===== config.mk =====
export PLATFORM = sky130hd
export DESIGN_NAME = ata_status_ctrl
export DESIGN_NICKNAME = d
export VERILOG_FILES = /design/src/rtl/ata_regs_pkg.sv /design/src/rtl/ata_devctl_reg.sv /design/src/rtl/ata_irq_latch.sv /design/src/rtl/ata_status_view.sv /design/src/rtl/ata_status_ctrl.sv
export SDC_FILE = /design/constraint.sdc
export NUM_CORES = 1
export LEC_CHECK = 0
export ABC_AREA = 1
export BUFFER_PORTS_ARGS = -buffer_cell sky130_fd_sc_hd__buf_2
export CELL_PAD_IN_SITES_DETAIL_PLACEMENT = 0
export CELL_PAD_IN_SITES_GLOBAL_PLACEMENT = 1
export CORE_MARGIN = 2
export CORE_UTILIZATION = 23
export CTS_CLUSTER_DIAMETER = 100
export DETAILED_ROUTE_END_ITERATION = 6
export GPL_TIMING_DRIVEN = 0
export HOLD_SLACK_MARGIN = 0.08
export PLACE_DENSITY = 0.84
export SKIP_CTS_REPAIR_TIMING = 1
export SYNTH_ARGS = -nofsm -noshare
export SYNTH_HDL_FRONTEND = slang
export SYNTH_HIERARCHICAL = 1
export SYNTH_SLANG_ARGS = --single-unit

===== constraint.sdc =====
create_clock -name clk -period 1.6 [get_ports clk]
set_clock_uncertainty 0.1 [all_clocks]
set_input_delay 0.4 -clock clk [delete_from_list [all_inputs] [get_ports clk]]
set_output_delay 0.4 -clock clk [all_outputs]
set_load 0.01 [all_outputs]

===== src/rtl/ata_regs_pkg.sv =====
package ata_regs_pkg;

    localparam int unsigned BYTE_W   = 8;
    localparam int unsigned BIT_BUSY = 7;
    localparam int unsigned BIT_RDY  = 6;
    localparam int unsigned BIT_DWF  = 5;
    localparam int unsigned BIT_DSC  = 4;
    localparam int unsigned BIT_DRQ  = 3;
    localparam int unsigned BIT_CORR = 2;
    localparam int unsigned BIT_ERR  = 0;
    localparam int unsigned DC_SRST_BIT = 2;
    localparam int unsigned DC_NIEN_BIT = 1;

    typedef struct packed {
        logic busy;
        logic rdy;
        logic dwf;
        logic dsc;
        logic drq;
        logic corr;
        logic err;
    } ctl_flags_t;

    typedef enum logic [1:0] {
        IRQ_CLEAR = 2'd0,
        IRQ_PEND  = 2'd1,
        IRQ_HELD  = 2'd2
    } irq_state_t;

    typedef enum logic {
        DC_RUN  = 1'b0,
        DC_SRST = 1'b1
    } dc_state_t;

endpackage


===== src/rtl/ata_devctl_reg.sv =====
module ata_devctl_reg
    import ata_regs_pkg::*;
#(
    parameter int unsigned DATA_W = 8
) (
    input  logic              clk,
    input  logic              rst_n,
    input  logic              wr_en,
    input  logic [DATA_W-1:0] wdata,
    output logic              srst_q,
    output logic              srst_next,
    output logic              nien_q
);

    dc_state_t state_q, state_d;
    logic      nien_d;

    always_comb begin
        state_d = state_q;
        nien_d  = nien_q;
        if (wr_en) begin
            state_d = wdata[DC_SRST_BIT] ? DC_SRST : DC_RUN;
            nien_d  = wdata[DC_NIEN_BIT];
        end
    end

    always_ff @(posedge clk or negedge rst_n) begin
        if (!rst_n) begin
            state_q <= DC_RUN;
            nien_q  <= 1'b1;
        end else begin
            state_q <= state_d;
            nien_q  <= nien_d;
        end
    end

    always_comb begin
        unique case (state_q)
            DC_RUN:  srst_q = 1'b0;
            DC_SRST: srst_q = 1'b1;
            default: srst_q = 1'b0;
        endcase
        srst_next = (state_d == DC_SRST);
    end

endmodule


===== src/rtl/ata_irq_latch.sv =====
module ata_irq_latch
    import ata_regs_pkg::*;
(
    input  logic clk,
    input  logic rst_n,
    input  logic evt,
    input  logic ack_rd,
    input  logic srst_next,
    input  logic nien,
    output logic pending,
    output logic irq_gated
);

    irq_state_t state_q, state_d;

    always_comb begin
        state_d = state_q;
        unique case (state_q)
            IRQ_CLEAR: if (evt) state_d = IRQ_PEND;
            IRQ_PEND:  if (ack_rd && !evt) state_d = IRQ_CLEAR;
            IRQ_HELD:  state_d = evt ? IRQ_PEND : IRQ_CLEAR;
            default:   state_d = IRQ_CLEAR;
        endcase
        if (srst_next) state_d = IRQ_HELD;
    end

    always_ff @(posedge clk or negedge rst_n) begin
        if (!rst_n) state_q <= IRQ_CLEAR;
        else        state_q <= state_d;
    end

    always_comb begin
        unique case (state_q)
            IRQ_PEND:  pending = 1'b1;
            IRQ_CLEAR,
            IRQ_HELD:  pending = 1'b0;
            default:   pending = 1'b0;
        endcase
        irq_gated = pending && !nien;
    end

endmodule


===== src/rtl/ata_status_view.sv =====
module ata_status_view
    import ata_regs_pkg::*;
#(
    parameter int unsigned DATA_W = 8
) (
    input  ctl_flags_t        flags,
    input  logic              srst,
    output logic [DATA_W-1:0] status
);

    always_comb begin
        status = '0;
        if (flags.busy || srst) begin
            status[BIT_BUSY] = 1'b1;
        end else begin
            status[BIT_RDY]  = flags.rdy;
            status[BIT_DWF]  = flags.dwf;
            status[BIT_DSC]  = flags.dsc;
            status[BIT_DRQ]  = flags.drq;
            status[BIT_CORR] = flags.corr;
            status[BIT_ERR]  = flags.err;
        end
    end

endmodule


===== src/rtl/ata_status_ctrl.sv =====
module ata_status_ctrl
    import ata_regs_pkg::*;
#(
    parameter int unsigned ADDR_W     = 4,
    parameter int unsigned DATA_W     = BYTE_W,
    parameter logic [3:0]  STATUS_OFS = 4'h7,
    parameter logic [3:0]  ALT_OFS    = 4'hE
) (
    input  logic              clk,
    input  logic              rst_n,
    input  logic [ADDR_W-1:0] host_addr,
    input  logic              host_rd,
    input  logic              host_wr,
    input  logic [DATA_W-1:0] host_wdata,
    output logic [DATA_W-1:0] host_rdata,
    input  logic              ctl_busy,
    input  logic              ctl_rdy,
    input  logic              ctl_dwf,
    input  logic              ctl_dsc,
    input  logic              ctl_drq,
    input  logic              ctl_corr,
    input  logic              ctl_err,
    input  logic              ctl_irq_evt,
    output logic              irq_req,
    output logic              cfg_irq_flag,
    output logic              soft_rst
);

    localparam logic [ADDR_W-1:0] STAT_A = ADDR_W'(STATUS_OFS);
    localparam logic [ADDR_W-1:0] ALT_A  = ADDR_W'(ALT_OFS);

    logic              sel_stat, sel_alt;
    logic              dc_wr, stat_ack;
    logic              dc_srst, dc_srst_next, dc_nien;
    logic              irq_pending, irq_gated;
    logic [DATA_W-1:0] status_byte;
    ctl_flags_t        flags;

    assign sel_stat = (host_addr == STAT_A);
    assign sel_alt  = (host_addr == ALT_A);
    assign dc_wr    = host_wr && sel_alt;
    assign stat_ack = host_rd && sel_stat;

    assign flags = '{busy: ctl_busy, rdy: ctl_rdy, dwf: ctl_dwf, dsc: ctl_dsc,
                     drq: ctl_drq, corr: ctl_corr, err: ctl_err};

    ata_devctl_reg #(.DATA_W(DATA_W)) u_devctl (
        .clk       (clk),
        .rst_n     (rst_n),
        .wr_en     (dc_wr),
        .wdata     (host_wdata),
        .srst_q    (dc_srst),
        .srst_next (dc_srst_next),
        .nien_q    (dc_nien)
    );

    ata_irq_latch u_irq (
        .clk       (clk),
        .rst_n     (rst_n),
        .evt       (ctl_irq_evt),
        .ack_rd    (stat_ack),
        .srst_next (dc_srst_next),
        .nien      (dc_nien),
        .pending   (irq_pending),
        .irq_gated (irq_gated)
    );

    ata_status_view #(.DATA_W(DATA_W)) u_view (
        .flags  (flags),
        .srst   (dc_srst),
        .status (status_byte)
    );

    always_comb begin
        host_rdata = '0;
        if (host_rd && (sel_stat || sel_alt)) host_rdata = status_byte;
    end

    assign irq_req      = irq_gated;
    assign cfg_irq_flag = irq_gated;
    assign soft_rst     = dc_srst;

endmodule


==> metrics.log <==
[metrics] run status: finished, violations left
[metrics] violations in the final reports: negative setup slack
[metrics] final critical-path required period: 1.61 ns
[metrics] achievable clock frequency: 620 MHz
[metrics] largest vdd supply drop: 0.411 mV
[metrics] DRC violations left: 0
[metrics] via count of the first global-routing pass: 359
[metrics] final count of negative-setup-slack endpoints: 2
[metrics] net total in the final layout: 130
[metrics] static leakage power: 0.412 nW
[metrics] insertion delay to the later sink of the worst-skew pair: 0.24 ns
[metrics] synthesized area per cell: 5.69 µm²
[metrics] number of hold violations in the final report: 0
[metrics] average wire per cell in the routed design: 6.82 µm
[metrics] summed area of non-filler cells in the final layout: 618 µm²
[metrics] Power Density: 731 mW/mm²
[metrics] crit-path max FO: 7
[metrics] routed via count divided by cell count: 3.72
[metrics] Cell Area, Placed: 561 µm²
[metrics] CP max stage delay: 0.37 ns
[metrics] number of pins with negative max-slew slack in the final report: 0
[metrics] Die Span X: 45.9 µm
[metrics] detailed-routing iteration count for the pre-antenna-repair pass: 2
[metrics] final antenna-violating net count: 0
[metrics] final period utilization: 101%
[metrics] Total Routed Length: 832 µm
[metrics] layout cell share with drive strength beyond 1: 45.7%
[metrics] effective utilization at floorplan: 23.9%
[metrics] worst-path cell chain: inv_2 > nand2_4 > nor2_2 > inv_1 > nor2_1 > buf_2
[metrics] RSZ-0062 raised after global routing: yes
[metrics] number of CTS-inserted buffers: 3
[metrics] clock transition at the registers of the reported paths: 0.03 ns
[metrics] clock net sink count: 4
[metrics] core area: 0.00169 mm²
[metrics] accumulated negative setup slack: -0.0167 ns
[metrics] CTS tree: yes
[metrics] ports placed on the boundary: 35
[metrics] cell area after technology mapping: 404 µm²
[metrics] max-capacitance violation count: 0
[metrics] worst path setup slack after routing: -0.0121 ns
[metrics] worst hold-check path type: in -> reg
[metrics] number of buffers on the longest clock path: 2
[metrics] count of cells along the worst register-to-register path: 6
[metrics] kind of capture point of the worst setup path: output pin
[metrics] wire length of the first global-routing pass: 1280 µm
[metrics] antenna cells: 0
[metrics] cell at the root of the clock tree: sky130_fd_sc_hd__clkbuf_4
[metrics] detailed-placement wirelength estimate: 726 µm
[metrics] area delta synth->final: 52.9%
[metrics] critical path type: reg -> out
[metrics] die area: 0.00211 mm²
[metrics] CP startpoint kind: register
[metrics] vias: 454
[metrics] required time worst endpoint: 1.10 ns
[metrics] synthesized instance count: 71
[metrics] Register-to-Register Setup Slack: 0.60 ns
[metrics] Arr. time, crit path: 1.11 ns
[metrics] pin count of the biggest net entering global routing: 9
[metrics] Fill cells: 199
[metrics] yosys synthesis warning count: 6
[metrics] routability-driven placement congestion ratio: 0.615
[metrics] final global-route overflow total: 0
[metrics] starting DRC count in detailed routing: 1
[metrics] Max stage delay cell, worst path: sky130_fd_sc_hd__dfrtp_1
[metrics] number of antenna violations at the first check in global routing: 0
[metrics] Die Y-Extent: 45.9 µm
[metrics] std cell rows: 15
[metrics] pre-CTS setup slack: 0.0187 ns
[metrics] combined global-route utilization of all metal layers: 8.76%
[metrics] Mapped Nets: 95
[metrics] number of H-tree levels: 1
[metrics] Port Buffer Count: 27
[metrics] number of instances on the worst hold path: 3
## cell type report
type | count | area (µm²) | area share (%)
flip-flops and latches | 4 | 101 | 16.4
repair buffers | 31 | 174 | 28.1
plain buffers | 2 | 11.3 | 1.82
inverters | 27 | 101 | 16.4
well taps | 17 | 21.3 | 3.44
clock buffers | 4 | 26.3 | 4.25
multi-input cells | 37 | 183 | 29.6
## stage by stage
step	hold WS, ns	cells	util [%]	total power [mW]
final	0.267	122	36.6	0.452
after global routing	0.289	122	36.6	0.498
after CTS	-0.149	119	34.7	0.462
after detailed placement	0.109	115	33.2	0.318
after global placement	0.107	115	33.2	0.314
after floorplan	0.00441	71	-	0.258
## worst max-delay path: cells and delay by family (launching register included)
family / cells / cell delay (ns)
buf+inv: 3 / 0.24
simple gates: 3 / 0.27
flops: 1 / 0.37
## worst paths after layout
check	endpoint	startpoint
hold reg to reg	u_devctl/nien_q$_DFFE_PN1P_	u_devctl/nien_q$_DFFE_PN1P_
setup reg to reg	u_irq/state_q[0]$_DFFE_PN0P_	u_devctl/state_q$_DFF_PN0_
max in group asynchronous	u_devctl/nien_q$_DFFE_PN1P_	rst_n
hold / removal	u_devctl/nien_q$_DFFE_PN1P_	host_wdata[1]
setup / recovery	host_rdata[3]	u_devctl/state_q$_DFF_PN0_
min in group asynchronous	u_irq/state_q[1]$_DFFE_PN0P_	rst_n
## power breakdown
| part | internal (mW) | total, mW | switching (mW) |
|---|---|---|---|
| clock network | 0.0936 | 0.136 | 0.0421 |
| logic | 0.0795 | 0.171 | 0.0912 |
| registers | 0.129 | 0.145 | 0.0159 |
| total | 0.302 | 0.452 | 0.149 |
## registers in the layout (all words and copies together), names as in the netlist
register	count
u_devctl/nien_q	1
u_devctl/state_q	1
u_irq/state_q	2
## placed cells by master (no fill, tap or decap)
master	n
sky130_fd_sc_hd__inv_1	25
sky130_fd_sc_hd__nor2_1	12
sky130_fd_sc_hd__clkbuf_4	3
sky130_fd_sc_hd__dlygate4sd3_1	1
sky130_fd_sc_hd__a21oi_2	1
sky130_fd_sc_hd__clkbuf_1	2
sky130_fd_sc_hd__dfstp_2	1
sky130_fd_sc_hd__nand2_2	1
sky130_fd_sc_hd__inv_2	2
sky130_fd_sc_hd__nor2_2	6
sky130_fd_sc_hd__buf_2	26
sky130_fd_sc_hd__conb_1	1
sky130_fd_sc_hd__nor3_2	1
sky130_fd_sc_hd__dfrtp_1	3
sky130_fd_sc_hd__buf_6	1
sky130_fd_sc_hd__nand2_1	13
sky130_fd_sc_hd__nand2_4	2
sky130_fd_sc_hd__buf_4	4
## layer usage
| layer | global-route usage, % | up-vias | routed length [µm] |
|---|---|---|---|
| li1 | - | 251 | - |
| met5 | 0 | - | 0 |
| met1 | 8.51 | 183 | 343 |
| met3 | 1.59 | 0 | 72 |
| met4 | 6.86 | 0 | 0 |
| met2 | 15.8 | 20 | 415 |
Power figures use the tool's default switching activity.
